`config.mk`:
```
export PLATFORM = sky130hd
export DESIGN_NAME = tone_port_stage
export DESIGN_NICKNAME = d
export VERILOG_FILES = /design/src/rtl/tone_pkg.sv /design/src/rtl/reload_timer.sv /design/src/rtl/divider_ff.sv /design/src/rtl/pin_select.sv /design/src/rtl/tone_port_stage.sv
export SDC_FILE = /design/constraint.sdc
export NUM_CORES = 1
export LEC_CHECK = 0
export ABC_AREA = 1
export BUFFER_PORTS_ARGS = -buffer_cell sky130_fd_sc_hd__buf_2
export CAP_MARGIN = 30
export CORE_MARGIN = 4
export CORE_UTILIZATION = 35
export CTS_CLUSTER_SIZE = 30
export DETAILED_ROUTE_END_ITERATION = 12
export HOLD_SLACK_MARGIN = 0.15
export PLACE_DENSITY_LB_ADDON = 0.15
export SYNTH_ARGS = -nofsm -noshare
export SYNTH_HDL_FRONTEND = slang
export SYNTH_SLANG_ARGS = --single-unit
export TNS_END_PERCENT = 5
```
`constraint.sdc`:
```
create_clock -name clk -period 1.8 [get_ports clk]
set_clock_uncertainty 0.1 [all_clocks]
set_input_delay 0 -clock clk [delete_from_list [all_inputs] [get_ports clk]]
set_output_delay 0 -clock clk [all_outputs]
set_load 0.01 [all_outputs]
```
`src/rtl/tone_pkg.sv`:
```
package tone_pkg;
  typedef enum logic [1:0] {
    PAIR_COMP   = 2'd0,
    PAIR_SINGLE = 2'd1,
    PAIR_MUTE   = 2'd2
  } pair_mode_e;

  function automatic pair_mode_e pair_decode(input logic sel_a, input logic sel_b);
    if (sel_a)      return PAIR_MUTE;
    else if (sel_b) return PAIR_SINGLE;
    else            return PAIR_COMP;
  endfunction
endpackage

```
`src/rtl/reload_timer.sv`:
```
module reload_timer #(
  parameter int CNT_W = 8
) (
  input  logic             clk,
  input  logic             rst,
  input  logic             tick,
  input  logic             run,
  input  logic [CNT_W-1:0] preload,
  output logic [CNT_W-1:0] cnt,
  output logic             wrap
);
  localparam logic [CNT_W-1:0] TOP = {CNT_W{1'b1}};

  logic [CNT_W-1:0] cnt_q;
  logic             step;

  assign step = run & tick;
  assign wrap = step & (cnt_q == TOP);
  assign cnt  = cnt_q;

  always_ff @(posedge clk) begin
    if (rst) begin
      cnt_q <= preload;
    end else if (step) begin
      if (cnt_q == TOP) cnt_q <= preload;
      else              cnt_q <= cnt_q + 1'b1;
    end
  end
endmodule

```
`src/rtl/divider_ff.sv`:
```
module divider_ff (
  input  logic clk,
  input  logic rst,
  input  logic flip,
  output logic q
);
  logic q_r;
  assign q = q_r;

  always_ff @(posedge clk) begin
    if (rst)       q_r <= 1'b0;
    else if (flip) q_r <= ~q_r;
  end
endmodule

```
`src/rtl/pin_select.sv`:
```
module pin_select
  import tone_pkg::*;
#(
  parameter int NUM_PINS = 3
) (
  input  logic                sel_a,
  input  logic                sel_b,
  input  logic                sel_f,
  input  logic                tone,
  input  logic                div,
  output logic [NUM_PINS-1:0] pin_next
);
  pair_mode_e mode;

  always_comb begin
    mode     = pair_decode(sel_a, sel_b);
    pin_next = '0;
    unique case (mode)
      PAIR_COMP: begin
        pin_next[0] = tone;
        pin_next[1] = ~tone;
      end
      PAIR_SINGLE: begin
        pin_next[0] = tone;
        pin_next[1] = 1'b0;
      end
      default: begin
        pin_next[0] = 1'b0;
        pin_next[1] = 1'b0;
      end
    endcase
    pin_next[NUM_PINS-1] = sel_f ? 1'b0 : div;
  end
endmodule

```
`src/rtl/tone_port_stage.sv`:
```
module tone_port_stage #(
  parameter int CNT_W = 8
) (
  input  logic             clk,
  input  logic             rst,
  input  logic             tick_i,
  input  logic             run_i,
  input  logic [CNT_W-1:0] preload_i,
  input  logic             sel_a_i,
  input  logic             sel_b_i,
  input  logic             sel_f_i,
  input  logic             tone_i,
  output logic             tone_a_o,
  output logic             tone_b_o,
  output logic             freq_o
);
  localparam int NUM_PINS = 3;

  logic [CNT_W-1:0]    cnt_w;
  logic                wrap_w;
  logic                div_w;
  logic [NUM_PINS-1:0] pin_next;
  logic [NUM_PINS-1:0] pin_q;

  reload_timer #(.CNT_W(CNT_W)) u_timer (
    .clk     (clk),
    .rst     (rst),
    .tick    (tick_i),
    .run     (run_i),
    .preload (preload_i),
    .cnt     (cnt_w),
    .wrap    (wrap_w)
  );

  divider_ff u_div (
    .clk  (clk),
    .rst  (rst),
    .flip (wrap_w),
    .q    (div_w)
  );

  pin_select #(.NUM_PINS(NUM_PINS)) u_sel (
    .sel_a    (sel_a_i),
    .sel_b    (sel_b_i),
    .sel_f    (sel_f_i),
    .tone     (tone_i),
    .div      (div_w),
    .pin_next (pin_next)
  );

  for (genvar g = 0; g < NUM_PINS; g++) begin : g_pin_reg
    always_ff @(posedge clk) begin
      if (rst) pin_q[g] <= 1'b0;
      else     pin_q[g] <= pin_next[g];
    end
  end

  assign tone_a_o = pin_q[0];
  assign tone_b_o = pin_q[1];
  assign freq_o   = pin_q[NUM_PINS-1];
endmodule

```
==> impl_results.md <==
* Status: finished, final reports clean
* Port Buf Inserts at 18
* Cell Pwr Density at 656 nW/µm²
* CORE AREA at 1760 µm²
* DPL Wire Length at 1030 µm
* WL/cell at ~10 µm
* Synth cell count leaders: nand2_1 (25), inv_1 (9), edfxtp_1 (8), nand3_1 (7), nor2_1 (6)
* Mapped cell area at 669 µm²
* FF/Latch Area at 320 µm²
* Clock power frac at 26.9%
* Diodes inserted at 0
* Cell breakdown of the critical path: ha_1, nand2_2, nor2_4, nand2_4, nand2_8, inv_4, nor2_1, nor2_1
* # rows at 15
* EDFF count, synth at 8
* Vias at 642
* Placer congestion estimate at 0.715
* Final Hold Violating Endpoints at 0
* Met1 usage at 15.7%
* Final setup fails at 0
* Reg2reg path depth at 8
* Switching portion of total power at approximately 27%
* Maximum clock path buffer count at 2
* Clk_lat worst skew at 0.27 ns
* Slew Viols, Final at 0
* Top-count cell post-synth: nand2_1
* RSZ-0062 raised after global routing: no
* CTS H-tree depth at 1
* Max Cap Viol at 0
* ANT nets after route at 0
* Nets at 137
* Die Ht at roughly 52 µm
* Internal power at 0.473 mW
* Mapped Cells at 80
* Synth warnings at 0
* Critical path peak fanout at 9
* Crit end category: flip-flop
* Share of cells above drive strength 1 at between 20% and 30%
* Kind of critical path: reg -> reg
* Critical Path RT at 1.74 ns
* CTS Buf Count at 3
* LEAKAGE at 0.468 nW
* CP max-delay cell: edfxtp_1
* Worst Max-Slew Pin Slew at 0.372 ns
* Inst Count DP at 123
* Area of the multi-input gates at 309 µm²
* Initial DRC Count at 10
* Tcrit/Tclk final at 86.5%
* P&R area growth vs syn at 47.5%
* Die ar. at between 2000 and 3000 µm²
* First-pass GRT wire length at 2730 µm
* Drt total wl at 1510 µm
* Avg Cell Area, Syn at ~8.4 µm²
* Slew headroom at 75.2%
* Most used DFF post-synth: edfxtp_1
* Initial antenna violation count at 0
* Vias in the first global route at about 690
* CTS tree: done
* GRT Total Usage at 13.4%
* Critical Path Max Stage Delay at 0.40 ns
* P_sw at 0.175 mW
* Min Tclk post-route at roughly 1.6 ns
* CTS sink cnt at 12
* Area contributors post-synth: edfxtp_1 (36%), nand2_1 (14%), dfxtp_1 (12%)
* Worst setup SP type: flip-flop
* Residual DRC at 0
* Setup tns final at 0 ns
* VDD IR-drop max at 0.455 mV
* Worst-path clk slew at 0.08 ns
* Total power at 0.648 mW
* Yosys reg bits at 12
* # fillers at 174
* Met3 usage at around 2.9%
* Min-delay worst type: in -> reg
* Sequential area share after synthesis at a little under half
* Die W at ~52 µm
* Drt pass-1 iters at 3
* Io pins at 19
* Syn nets at a little under 100
* CP most frequent cell: nor2_1
* FMAX at between 600 and 700 MHz
* Comb pwr share at 20.2%
* Netlist cell types at 20
* Initial core utilization at a little under two fifths
* CTS root buf: clkbuf_4
* Arrival @ worst endpoint at about 1.5 ns
* Overflow after GRT at 0
* Hold Slack at 0.250 ns
* Share of the synthesized area in the top cell type at 35.9%
* Post-route insts no fill at 144
* Largest net degree at the start of global routing at 10
* Synth area leader: edfxtp_1
* Seq pwr share at about 53%
* Post-synth ARST share at 0%
* GRT Max-Usage Layer: met2
* Number of vias per cell at 4.46
* Hold Crit Depth at 3
* Met2 usage at 23.1%
power groups by stage:
| stage | registers [mW] | clock network [mW] | logic (mW) |
|---|---|---|---|
| floorplan | 0.344 | 0 | 0.0733 |
| global placement | 0.349 | 0 | 0.106 |
| detailed placement | 0.349 | 0 | 0.105 |
| CTS | 0.343 | 0.182 | 0.132 |
| global route | 0.346 | 0.198 | 0.151 |
| finish | 0.343 | 0.174 | 0.131 |
layout make-up:
class                           instances  area share (%)
Inverter                               10            4.06
Clock buffer                            4            2.66
Sequential cell                        12            32.4
Timing Repair Buffer                   35            26.4
Tap cell                               25            3.17
Multi-Input combinational cell         58            31.3
layout by cell type (no fill, tap or decap), drive strengths merged:
cell type    Yosys  layout
nand2           28      28
xnor2            1       1
nand3            7       7
clkbuf           0       4
o21ai            4       4
ha               1       1
nor3             1       1
dfxtp            4       4
a21oi            4       4
dlygate4sd3      0      17
edfxtp           8       8
buf              0      18
xor2             1       1
nand4            2       2
nor4             1       1
inv             10      10
nor2             8       8
worst max-delay path, delay by kind of cell (launching register included):
kind / cells / cell delay (ns)
simple gates: 6 / 0.55
fa+ha+maj: 1 / 0.21
buf+inv: 1 / 0.05
flops: 1 / 0.40
final timing paths:
| path | slack, ns | start | end |
|---|---|---|---|
| setup / recovery | 0.24 | u_timer.cnt[0] | u_timer.cnt[3] |
| hold / removal | 0.25 | run_i | u_timer.cnt[7] |
| setup reg to reg | 0.24 | u_timer.cnt[0] | u_timer.cnt[3] |
| hold reg to reg | 0.36 | u_div.q | u_div.q |
registers in the layout, summed over array words and instances, names as in the netlist:
| register | count |
|---|---|
| u_div.q | 1 |
| tone_a_o | 1 |
| tone_b_o | 1 |
| u_timer.cnt | 8 |
| freq_o | 1 |
cell families (layout without fill, tap and decap cells):
kind of cell | Yosys count | count (layout) | synth area share [%]
xor gates and xnor gates | 2 | 2 | 2.62
and+or+nand+nor | 47 | 47 | 35.1
buffers and inverters | 10 | 49 | 5.98
AOI/OAI and AO/OA | 8 | 8 | 6.54
DFF | 12 | 12 | 47.9
adders and majority gates | 1 | 1 | 1.87
through the flow:
step	area [µm²]	setup slack [ns]	utilization (%)
2_1_floorplan	669	0.354	-
4_1_cts	987	0.247	56.0
5_1_grt	987	0.134	56.0
6_report	987	0.242	56.0
3_3_place_gp	791	0.289	44.8
3_5_place_dp	791	0.259	44.8
routing by layer:
metal  up-vias  wire [µm]
met5         -          0
met4         0         15
met3         2         47
met2        11        726
met1       289        716
li1        340          -
timing repair:
item	in CTS	in global routing
setup buffers	0	0
resized for setup	0	0
endpoints found under the hold margin	12	0
hold buffers	17	0
No activity file was read; power rests on OpenSTA's default activity.
